===== src/rtl/page_mapper_pkg.sv =====
package page_mapper_pkg;
  // One I/O bus transaction as seen by the port decoder
  typedef struct packed {
    logic [7:0] addr;
    logic [7:0] data;
    logic       wr;
  } io_req_t;

  // Number of low I/O address bits that select among the ports of the group
  localparam int unsigned IO_IDX_W = 3;
endpackage


===== src/rtl/page_port_decode.sv =====
module page_port_decode
  import page_mapper_pkg::*;
#(
  parameter int unsigned NWIN      = 4,
  parameter logic [7:0]  IO_BASE   = 8'h78,
  parameter logic [7:0]  IO_IGNORE = 8'h08
) (
  input  io_req_t         io_req,
  output logic [NWIN-1:0] win_we,
  output logic            en_we
);
  localparam logic [7:0] IDX_MASK = 8'((1 << IO_IDX_W) - 1);
  localparam logic [7:0] CMP_MASK = ~(IDX_MASK | IO_IGNORE);

  logic                group_hit;
  logic [IO_IDX_W-1:0] idx;

  assign group_hit = io_req.wr && (((io_req.addr ^ IO_BASE) & CMP_MASK) == 8'h00);
  assign idx       = io_req.addr[IO_IDX_W-1:0];

  for (genvar i = 0; i < NWIN; i++) begin : g_win_dec
    assign win_we[i] = group_hit && (idx == IO_IDX_W'(i));
  end

  assign en_we = group_hit && (idx == IO_IDX_W'(NWIN));
endmodule


===== src/rtl/page_reg_file.sv =====
module page_reg_file #(
  parameter int unsigned NWIN   = 4,
  parameter int unsigned PAGE_W = 6
) (
  input  logic                   clk,
  input  logic                   rst_n,
  input  logic [NWIN-1:0]        win_we,
  input  logic                   en_we,
  input  logic [7:0]             wdata,
  output logic [NWIN*PAGE_W-1:0] pages,
  output logic                   map_en
);
  logic [PAGE_W-1:0] page_q [NWIN];
  logic [PAGE_W-1:0] page_d [NWIN];
  logic              en_q, en_d;

  for (genvar i = 0; i < NWIN; i++) begin : g_page
    always_comb begin
      page_d[i] = page_q[i];
      if (win_we[i]) page_d[i] = wdata[PAGE_W-1:0];
    end

    always_ff @(posedge clk or negedge rst_n) begin
      if (!rst_n) page_q[i] <= '0;
      else        page_q[i] <= page_d[i];
    end

    assign pages[i*PAGE_W +: PAGE_W] = page_q[i];
  end

  always_comb begin
    en_d = en_q;
    if (en_we) en_d = wdata[0];
  end

  always_ff @(posedge clk or negedge rst_n) begin
    if (!rst_n) en_q <= 1'b0;
    else        en_q <= en_d;
  end

  assign map_en = en_q;
endmodule


===== src/rtl/page_xlate.sv =====
module page_xlate #(
  parameter int unsigned NWIN   = 4,
  parameter int unsigned PAGE_W = 6,
  parameter int unsigned OFS_W  = 14,
  parameter int unsigned WIN_W  = 2
) (
  input  logic [NWIN*PAGE_W-1:0]   pages,
  input  logic                     map_en,
  input  logic [WIN_W+OFS_W-1:0]   cpu_addr,
  input  logic                     mem_rd,
  input  logic                     mem_wr,
  output logic [PAGE_W+OFS_W-1:0]  phys_addr,
  output logic                     rom_cs,
  output logic                     ram_cs
);
  logic [WIN_W-1:0]  win;
  logic [PAGE_W-1:0] sel_page;
  logic              access;

  assign win = cpu_addr[WIN_W+OFS_W-1:OFS_W];

  always_comb begin
    if (map_en) sel_page = pages[win*PAGE_W +: PAGE_W];
    else        sel_page = PAGE_W'(win);
  end

  assign phys_addr = {sel_page, cpu_addr[OFS_W-1:0]};
  assign access    = mem_rd | mem_wr;
  assign rom_cs    = access & ~sel_page[PAGE_W-1];
  assign ram_cs    = access &  sel_page[PAGE_W-1];
endmodule


===== src/rtl/page_mapper_top.sv =====
module page_mapper_top
  import page_mapper_pkg::*;
#(
  parameter int unsigned CPU_AW    = 16,
  parameter int unsigned OFS_W     = 14,
  parameter int unsigned PAGE_W    = 6,
  parameter logic [7:0]  IO_BASE   = 8'h78,
  parameter logic [7:0]  IO_IGNORE = 8'h08,
  localparam int unsigned WIN_W    = CPU_AW - OFS_W,
  localparam int unsigned NWIN     = 1 << WIN_W,
  localparam int unsigned PHYS_W   = PAGE_W + OFS_W
) (
  input  logic              clk,
  input  logic              rst_n,
  input  logic [7:0]        io_addr,
  input  logic [7:0]        io_wdata,
  input  logic              io_wr,
  input  logic [CPU_AW-1:0] cpu_addr,
  input  logic              mem_rd,
  input  logic              mem_wr,
  output logic [PHYS_W-1:0] phys_addr,
  output logic              rom_cs,
  output logic              ram_cs
);
  // Reset: asserted asynchronously, released after two clock edges
  logic [1:0] rst_sync_q;
  logic       rst_core_n;

  always_ff @(posedge clk or negedge rst_n) begin
    if (!rst_n) rst_sync_q <= 2'b00;
    else        rst_sync_q <= {rst_sync_q[0], 1'b1};
  end
  assign rst_core_n = rst_sync_q[1];

  io_req_t                io_req;
  logic [NWIN-1:0]        win_we;
  logic                   en_we;
  logic [NWIN*PAGE_W-1:0] pages;
  logic                   map_en;

  assign io_req = '{addr: io_addr, data: io_wdata, wr: io_wr};

  page_port_decode #(
    .NWIN(NWIN), .IO_BASE(IO_BASE), .IO_IGNORE(IO_IGNORE)
  ) u_dec (
    .io_req(io_req), .win_we(win_we), .en_we(en_we)
  );

  page_reg_file #(
    .NWIN(NWIN), .PAGE_W(PAGE_W)
  ) u_regs (
    .clk(clk), .rst_n(rst_core_n), .win_we(win_we), .en_we(en_we),
    .wdata(io_wdata), .pages(pages), .map_en(map_en)
  );

  page_xlate #(
    .NWIN(NWIN), .PAGE_W(PAGE_W), .OFS_W(OFS_W), .WIN_W(WIN_W)
  ) u_xlate (
    .pages(pages), .map_en(map_en), .cpu_addr(cpu_addr),
    .mem_rd(mem_rd), .mem_wr(mem_wr),
    .phys_addr(phys_addr), .rom_cs(rom_cs), .ram_cs(ram_cs)
  );
endmodule


===== config.mk =====
export PLATFORM = sky130hd
export DESIGN_NAME = page_mapper_top
export DESIGN_NICKNAME = d
export VERILOG_FILES = /design/src/rtl/page_mapper_pkg.sv /design/src/rtl/page_port_decode.sv /design/src/rtl/page_reg_file.sv /design/src/rtl/page_xlate.sv /design/src/rtl/page_mapper_top.sv
export SDC_FILE = /design/constraint.sdc
export NUM_CORES = 1
export LEC_CHECK = 0
export BUFFER_PORTS_ARGS = -buffer_cell sky130_fd_sc_hd__buf_2
export CORE_UTILIZATION = 47
export CTS_CLUSTER_DIAMETER = 50
export DETAILED_ROUTE_END_ITERATION = 16
export GPL_TIMING_DRIVEN = 0
export PLACE_DENSITY = 0.81
export RECOVER_POWER = 25
export SYNTH_ARGS = -nofsm -noshare
export SYNTH_HDL_FRONTEND = slang
export SYNTH_SLANG_ARGS = --single-unit

===== constraint.sdc =====
create_clock -name clk -period 2.6 [get_ports clk]
set_input_delay 0.78 -clock clk [delete_from_list [all_inputs] [get_ports clk]]
set_output_delay 0.78 -clock clk [all_outputs]
set_load 0.01 [all_outputs]

==> results of run 1 <==
-- per-stage QoR --
step / std cells / TNS, ps / hold slack [ps]
floorplan: 104 / 0 / 321
global placement: 174 / -19.5 / 339
detailed placement: 174 / -39.8 / 341
CTS: 178 / 0 / 215
global route: 178 / 0 / 207
finish: 178 / 0 / 220
-- flip-flops by register name, summed over array words and instances, names as in the netlist --
name / cells
rst_sync_q: 2
u_regs.map_en: 1
u_regs.pages: 24
-- worst min path at each step --
stage	start	to	slack (ps)	depth (start not counted)
2_1_floorplan	rst_sync_q[1]	u_regs.map_en	320	0
3_3_place_gp	rst_sync_q[0]	rst_sync_q[1]	340	0
3_5_place_dp	rst_sync_q[0]	rst_sync_q[1]	340	0
4_1_cts	rst_n	rst_sync_q[0]	210	1
5_1_grt	rst_n	rst_sync_q[0]	210	1
6_report	rst_n	rst_sync_q[0]	220	1
-- critical path: stages --
cell and delay (ps):
buf_4 170, mux4_2 500, and2_1 160, buf_2 130
-- cell usage in the layout, fill, tap and decap left out, types with 2 or more instances in the layout --
cell      Yosys  final
buf_2         2     39
dfrtp_1      27     27
buf_4        14     15
mux2_2       15     15
mux2_4       12     12
mux2i_1       4      4
mux4_2        3      3
and2_1        3      3
nand2_1       3      3
nor2_1        3      3
clkbuf_4      0      3
nand2b_1      2      2
or4_1         2      2
buf_6         2      2
clkbuf_1      0      2
-- layout make-up --
cell class,instances,area share (%)
multi-input cells,58,36.6
well taps,31,2.28
clock buffers,4,1.54
inverters,1,0.221
plain buffers,18,8.24
repair buffers,39,11.4
flip-flops and latches,27,39.7
-- routing by layer --
layer  routed length [um]  vias up  track usage (%)
met3                  159        2             2.27
met5                    0        -                0
met2                 1370       40             31.9
met4                   15        0             5.23
met1                 1050      464             20.4
li1                     -      441                -
-- power by group --
| part | total [mW] | switching [mW] | internal, mW |
|---|---|---|---|
| sequential | 0.479 | 0.0266 | 0.453 |
| clock | 0.178 | 0.118 | 0.0600 |
| combinational | 0.134 | 0.0487 | 0.0851 |
| total | 0.791 | 0.194 | 0.598 |
-- what timing repair did --
action / CTS / global route
endpoints found under the setup margin: 3 / 0
resized for setup: 1 / 0
hold endpoints to repair: 0 / 0
setup buffers: 0 / 0
-- kinds of logic after synthesis --
| logic type | synth area share (%) |
|---|---|
| other | 0.260 |
| flip-flops | 46.9 |
| buffers and inverters | 9.82 |
| multiplexers | 31.7 |
| AO/OA/AOI/OAI | 2.61 |
| AND/OR/NAND/NOR | 8.69 |
==> results.py, run 1 <==
metrics = {
    "run_status": {
        "status": "complete, but fails checks",
        "violations": "DRC",
    },
    "logic_synthesis": {
        "synth_top_area_share_pct": 46.9,
        "synth_area_um2": 1440,
        "yosysMostFrequentCell": "dfrtp_1",
        "ys.flop_type": "dfrtp_1",
        "synth.yosys.seq_area_share_pct": 46.9,
        "ys_ff_latch": 27,
        "synth_cells": 104,
        "synth-edff-count": 0,
        "async_flop_share_pct": 100,
        "ys_warn_count": 0,
        "yosys-top-cells-count": "dfrtp_1 (27), mux2_2 (15), buf_4 (14)",
        "syn_nets": 141,
        "avgSynthCellArea_um2": 13.8,
        "synth_top_cell_by_area": "dfrtp_1",
        "ys_types": 25,
        "netlist_top_cells_area": "dfrtp_1 (47%), mux2_4 (13%), mux2_2 (12%), buf_4 (7.3%), mux4_2 (4.7%)",
    },
    "power": {
        "p_leak_nw": 0.910,
        "powerDensity_nw_per_um2": 465,
        "p_total_mw": 0.791,
        "peakVddDrop_mv": 0.319,
    },
    "critical_path": {
        "required_ps": 1820,
        "start_kind": "input pin",
        "arrival_ps": 1740,
        "path_class": "input pin to primary output",
        "startpoint": "cpu_addr[14]",
        "reg2reg_from": "rst_sync_q[1]",
        "worstRegToRegCells": 0,
        "worstReg2RegEnd": "u_regs.pages[7]",
        "crit_end": "phys_addr[17]",
        "critPathMaxFanout": 9,
        "rrSetupSlack_ps": 1580,
        "critPathCaptureType": "primary output",
    },
    "clock_network": {
        "htree_levels": 1,
        "cts.sinks": 27,
        "cts.clk_slew.worst_paths_ps": 130,
        "numCtsBuffers": 3,
        "clock_path_buffers": 2,
        "insertion_delay_ps": 320,
        "holdBufCountCts": 0,
        "root_buffer": "clkbuf_4",
        "cts_tree": "yes",
    },
    "sta": {
        "drv_slew": 0,
        "hold_viol_final": 0,
        "slew-limit-headroom_pct": 33.7,
        "skew_ps": 9.92,
        "period_needed_ps": 2520,
        "setup_viol": 0,
        "finalCritPeriodShare_pct": 97.0,
        "setup_ws_ps": 77.0,
        "rsz0062_at_grt": "false",
        "clock.fmax_ghz": 0.396,
        "tightest_slew_ps": 994,
    },
    "final_layout": {
        "post-route-util_pct": 60.2,
        "area_delta_synth_final_pct": 18.2,
        "nNetsFinal": 185,
        "n_antenna_cell": 0,
        "nFillCells": 263,
        "stdcell_area_um2": 1700,
        "seq_area_um2": 676,
        "multi_input_area_um2": 623,
        "layout-drive-gt1-share_pct": 61.9,
    },
    "detailed_routing": {
        "drt-initial-drc-count": 18,
        "wl_mm": 2.60,
        "routedWlPerCell_um": 14.6,
        "drc": 6,
        "drtPass1Iterations": 12,
        "vias": 947,
        "antenna_left": 0,
        "avgViaCountPerCell": 5.32,
    },
    "die": {
        "ios": 59,
        "die_w_um": 57.4,
        "die_y_um": 57.4,
        "core_um2": 2830,
        "num_rows": 19,
        "dieArea_um2": 3290,
        "initial_core_util_pct": 50.9,
    },
    "place": {
        "port_buffers": 39,
        "gp_congestion": 0.705,
        "dp_slack_ps": -13.8,
        "place_area_um2": 1670,
        "hpwl_mm": 2.01,
    },
    "global_routing": {
        "antenna_found_initial": 0,
        "grt_pass1_vias": 990,
        "grt_usage_pct": 17.1,
        "grt_max_degree": 26,
        "grt_overflow": 0,
        "grt_first_pass_wirelength_mm": 4.25,
    },
    "run": {
        "drv_cap": 0,
    },
    "worst_hold_path": {
        "hold_class": "input pin to async pin",
    },
}
Note: power is estimated with default switching activity, not from simulation.
==> run 2, diff against run 1 <==
CELL_PAD_IN_SITES_DETAIL_PLACEMENT = 2   (was default)
CELL_PAD_IN_SITES_GLOBAL_PLACEMENT = 2   (was default)
CORE_UTILIZATION = 31   (was 47)
PLACE_DENSITY = 0.76   (was 0.81)
SYNTH_HIERARCHICAL = 1   (was default)
==> results.py, run 2 <==
metrics = {
    "place": {
        "gp_congestion": 0.650,
        "port_buffers": 39,
        "place_area_um2": 1760,
        "hpwl_mm": 2.55,
    },
    "final_layout": {
        "layout-drive-gt1-share_pct": 63.5,
        "layout_common_cells": "buf_2 (38), dfrtp_1 (27), mux2_4 (24)",
        "area_delta_synth_final_pct": 20.3,
        "stdcell_area_um2": 1810,
        "nNetsFinal": 186,
        "n_antenna_cell": 0,
        "final_common_cell": "buf_2",
        "seq_area_um2": 676,
        "multi_input_area_um2": 654,
        "nFillCells": 478,
        "post-route-util_pct": 40.1,
        "largest_reg_flops": 24,
    },
    "clock_network": {
        "holdBufCountCts": 0,
        "insertion_delay_ps": 270,
        "cts.clk_slew.worst_paths_ps": 100,
        "root_buffer": "clkbuf_8",
        "cts.sinks": 27,
        "numCtsBuffers": 3,
        "ctsResizeCount": 0,
        "post_cts_buffers": 0,
        "htree_levels": 1,
        "clock_path_buffers": 2,
        "cts_tree": "yes",
    },
    "die": {
        "dieArea_um2": 5130,
        "core_um2": 4500,
        "num_rows": 24,
        "die_y_um": 71.6,
        "die_w_um": 71.6,
        "initial_core_util_pct": 33.4,
        "ios": 59,
    },
    "detailed_routing": {
        "wl_met3_um": 193,
        "wl_met1_mm": 1.46,
        "drt-initial-drc-count": 34,
        "routedWlPerCell_um": 17.0,
        "avgViaCountPerCell": 4.89,
        "wl_mm": 3.41,
        "highest_layer": "met4",
        "antenna_left": 0,
        "drtPass1Iterations": 4,
        "vias": 978,
        "drc": 0,
        "dr_wl_met2_mm": 1.75,
    },
    "critical_path": {
        "required_ps": 1820,
        "critPathBufInv": 2,
        "cpLargestDelayFamily": "multiplexers",
        "critPathMaxFanout": 9,
        "path_class": "input pin to primary output",
        "start_kind": "input pin",
        "critPathCaptureType": "primary output",
        "crit_path_top_delay_cell": "mux4_2",
        "arrival_ps": 1750,
        "cp_slowest_stage_delay_ps": 520,
        "path_cells": "buf_6 -> mux4_2 -> and2_1 -> buf_2",
    },
    "worst_hold_path": {
        "hold_class": "input pin to async pin",
    },
    "sta": {
        "hold_viol_final": 0,
        "skew_ps": 3.94,
        "finalCritPeriodShare_pct": 97.5,
        "drv_slew": 0,
        "rsz0062_at_grt": "false",
        "tightest_slew_ps": 1020,
        "slew-limit-headroom_pct": 32.0,
        "clock.fmax_ghz": 0.395,
        "tns_ps": 0,
        "fin_hold_ws_ps": 277,
        "setup_viol": 0,
        "period_needed_ps": 2530,
    },
    "logic_synthesis": {
        "syn_nets": 142,
        "ys_warn_count": 6,
        "synth.yosys.seq_area_share_pct": 45.0,
        "ys.flop_type": "dfrtp_1",
        "ys_ff_latch": 27,
        "async_flop_share_pct": 100,
        "synth_area_um2": 1500,
        "synth-edff-count": 0,
        "yosys-top-cells-count": "dfrtp_1 (27), mux2_4 (24), buf_4 (15)",
        "synth_cells": 105,
        "ys_types": 21,
        "synth_top_cell_by_area": "dfrtp_1",
        "avgSynthCellArea_um2": 14.3,
        "synth_top_area_share_pct": 45.0,
        "yosysMostFrequentCell": "dfrtp_1",
        "netlist_top_cells_area": "dfrtp_1 (45%), mux2_4 (24%), buf_4 (7.5%), mux4_2 (4.5%), buf_6 (3.7%)",
    },
    "global_routing": {
        "antenna_found_initial": 0,
        "grt_max_degree": 26,
        "grt_usage_pct": 14.1,
        "grt_overflow": 0,
        "grt_first_pass_wirelength_mm": 5.49,
        "grt_pass1_vias": 1052,
    },
    "power": {
        "p_int_mw": 0.654,
        "power_frac_comb_pct": 17.0,
        "p_leak_nw": 0.915,
        "pwr-share-seq_pct": 55.5,
        "powerDensity_nw_per_um2": 481,
        "power_switching_mw": 0.215,
        "p_total_mw": 0.869,
        "peakVddDrop_mv": 0.216,
        "switching_share_pct": 24.8,
        "clock_power_share_pct": 27.6,
    },
    "run_status": {
        "status": "completed",
    },
    "run": {
        "drv_cap": 0,
    },
}
==> run 2: area by class of cell <==
| cell class | instances | share of cell area [%] |
|---|---|---|
| Multi-Input combinational cell | 57 | 36.2 |
| Buffer | 20 | 9.34 |
| Inverter | 1 | 0.208 |
| Clock buffer | 3 | 2.28 |
| Timing Repair Buffer | 39 | 10.7 |
| Tap cell | 52 | 3.60 |
| Clock inverter | 1 | 0.277 |
| Sequential cell | 27 | 37.4 |
==> run 2: per-stage QoR <==
step | setup slack (ps) | std cells
3_5_place_dp | 57.9 | 196
6_report | 65.8 | 200
3_3_place_gp | 92.4 | 196
5_1_grt | 40.1 | 200
2_1_floorplan | 248 | 105
4_1_cts | 57.5 | 200
==> run 2: cell families after synthesis <==
kind of cell	synth area share (%)
and+or+nand+nor	7.49
DFF	45.0
AOI/OAI and AO/OA	2.42
buffers and inverters	11.5
muxes	33.4
other	0.250
==> run 2: final timing paths <==
path                               startpoint               end  slack [ps]  cells after the start
worst min-delay path                    rst_n     rst_sync_q[0]         280                      1
worst max register to register  rst_sync_q[1]  u_regs/pages[17]        1550                      0
worst min register to register  rst_sync_q[0]     rst_sync_q[1]         370                      0
min in group clk                rst_sync_q[0]     rst_sync_q[1]         370                      0
max in group asynchronous       rst_sync_q[1]  u_regs/pages[17]        1550                      0
worst max-delay path             cpu_addr[14]     phys_addr[17]          70                      4
==> run 2: power groups by stage <==
stage	registers [mW]	logic (mW)	clock network (mW)
after floorplan	0.480	0.102	0
after global placement	0.486	0.141	0
after detailed placement	0.491	0.148	0
after CTS	0.483	0.149	0.248
after global routing	0.488	0.159	0.272
final	0.482	0.147	0.240
==> run 2: routing by layer <==
layer / global-route usage (%) / vias to the layer above
met3: 3.38 / 2
met5: 0 / -
li1: - / 440
met1: 17.0 / 493
met2: 26.4 / 43
met4: 1.31 / 0
==> run 3, diff against run 2 <==
--- a/constraint.sdc
+++ b/constraint.sdc
@@ -3,2 +3,2 @@
 set_output_delay 0.78 -clock clk [all_outputs]
-set_load 0.01 [all_outputs]
+set_load 0.05 [all_outputs]
==> results.py, run 3 (same netlist as run 2, synthesis figures left out) <==
metrics = {
    "power": {
        "power_switching_mw": 0.269,
        "p_leak_nw": 0.914,
        "clock_power_share_pct": 26.4,
        "p_int_mw": 0.658,
        "switching_share_pct": 29.0,
        "power_frac_comb_pct": 21.5,
        "peakVddDrop_mv": 0.265,
        "pwr-share-seq_pct": 52.1,
        "powerDensity_nw_per_um2": 501,
    },
    "clock_network": {
        "root_buffer": "clkbuf_8",
        "numCtsBuffers": 3,
        "cts.clk_slew.worst_paths_ps": 90,
        "cts_tree": "yes",
        "clock_path_buffers": 2,
        "cts.sinks": 27,
        "insertion_delay_ps": 280,
        "holdBufCountCts": 0,
        "htree_levels": 1,
        "post_cts_buffers": 0,
        "ctsResizeCount": 0,
    },
    "detailed_routing": {
        "antenna_left": 0,
        "drt-initial-drc-count": 28,
        "routedWlPerCell_um": 17.3,
        "drtPass1Iterations": 3,
        "drc": 0,
        "vias": 988,
        "avgViaCountPerCell": 4.94,
        "wl_mm": 3.47,
    },
    "sta": {
        "skew_ps": 9.32,
        "finalCritPeriodShare_pct": 98.1,
        "period_needed_ps": 2550,
        "fin_hold_ws_ps": 277,
        "hold_viol_final": 0,
        "setup_viol": 0,
        "drv_slew": 0,
        "slew-limit-headroom_pct": 33.3,
        "tightest_slew_ps": 1000,
        "rsz0062_at_grt": "false",
        "setup_ws_ps": 49.4,
        "tns_ps": 0,
        "clock.fmax_ghz": 0.392,
    },
    "final_layout": {
        "final_common_cell": "buf_2",
        "nNetsFinal": 186,
        "layout_common_cells": "buf_2 (35), dfrtp_1 (27), mux2_4 (24)",
        "layout-drive-gt1-share_pct": 66.2,
        "nFillCells": 469,
        "largest_reg_flops": 24,
        "n_antenna_cell": 0,
        "area_delta_synth_final_pct": 23.1,
        "post-route-util_pct": 41.1,
    },
    "critical_path": {
        "path_cells": "buf_4 -> mux2_2 -> a21oi_1 -> a31oi_2 -> buf_2",
        "worstRegToRegCells": 0,
        "start_kind": "input pin",
        "critPathCaptureType": "primary output",
        "arrival_ps": 1770,
        "crit_path_top_delay_cell": "mux2_2",
        "cp_slowest_stage_delay_ps": 350,
        "path_class": "input pin to primary output",
        "critPathMaxFanout": 9,
        "required_ps": 1820,
    },
    "die": {
        "dieArea_um2": 5130,
        "core_um2": 4500,
        "initial_core_util_pct": 33.4,
        "ios": 59,
        "num_rows": 24,
        "die_w_um": 71.6,
        "die_y_um": 71.6,
    },
    "global_routing": {
        "grt_pass1_vias": 1095,
        "grt_usage_pct": 14.6,
        "grt_first_pass_wirelength_mm": 5.58,
        "antenna_found_initial": 0,
        "grt_max_degree": 26,
        "grt_overflow": 0,
    },
    "run": {
        "drv_cap": 0,
    },
    "worst_hold_path": {
        "hold_class": "input pin to async pin",
    },
    "run_status": {
        "status": "completed",
    },
    "place": {
        "gp_congestion": 0.678,
        "hpwl_mm": 2.59,
        "port_buffers": 39,
        "dp_slack_ps": 0.784,
    },
}
[run 3: final timing paths]
path,startpoint,endpoint,slack (ps)
worst max-delay path,cpu_addr[15],phys_addr[14],50
worst min-delay path,rst_n,rst_sync_q[0],280
worst max register to register,rst_sync_q[1],u_regs/pages[3],1570
worst min register to register,rst_sync_q[0],rst_sync_q[1],360
max in group asynchronous,rst_sync_q[1],u_regs/pages[3],1570
min in group clk,rst_sync_q[0],rst_sync_q[1],360
[run 3: area by class of cell]
cell class              count  area (um^2)  share of cell area, %
plain buffers              20          173                   9.33
clock buffers               3         41.3                   2.23
clock inverters             1         7.51                  0.406
inverters                   1         3.75                  0.203
multi-input cells          57          683                   36.9
flip-flops and latches     27          676                   36.5
well taps                  52         65.1                   3.52
repair buffers             39          201                   10.9
[run 3: per-stage QoR]
stage,area [um^2],cells,total power [mW]
detailed placement,1790,196,0.692
CTS,1840,200,0.942
global placement,1790,196,0.680
global route,1850,200,0.974
floorplan,1530,105,0.637
finish,1850,200,0.927
[run 3: power groups by stage]
stage                     logic, mW  clock network (mW)  registers, mW
after CTS                     0.200               0.257          0.484
after floorplan               0.157                   0          0.480
after detailed placement      0.199                   0          0.492
after global routing          0.211               0.275          0.488
after global placement        0.192                   0          0.487
final                         0.199               0.245          0.483
[run 3: worst max-delay path, delay by kind of cell]
kind	cells	cell delay (ps)
buffers and inverters	2	420
muxes	1	350
AOI/OAI and AO/OA	2	220
[run 3: routing by layer]
metal,global-route usage [%],share of wire (%),up-vias
li1,-,-,441
met4,2.61,0.43,0
met2,28.2,52,44
met1,16.2,41,498
met5,0,0,-
met3,3.66,6.2,5
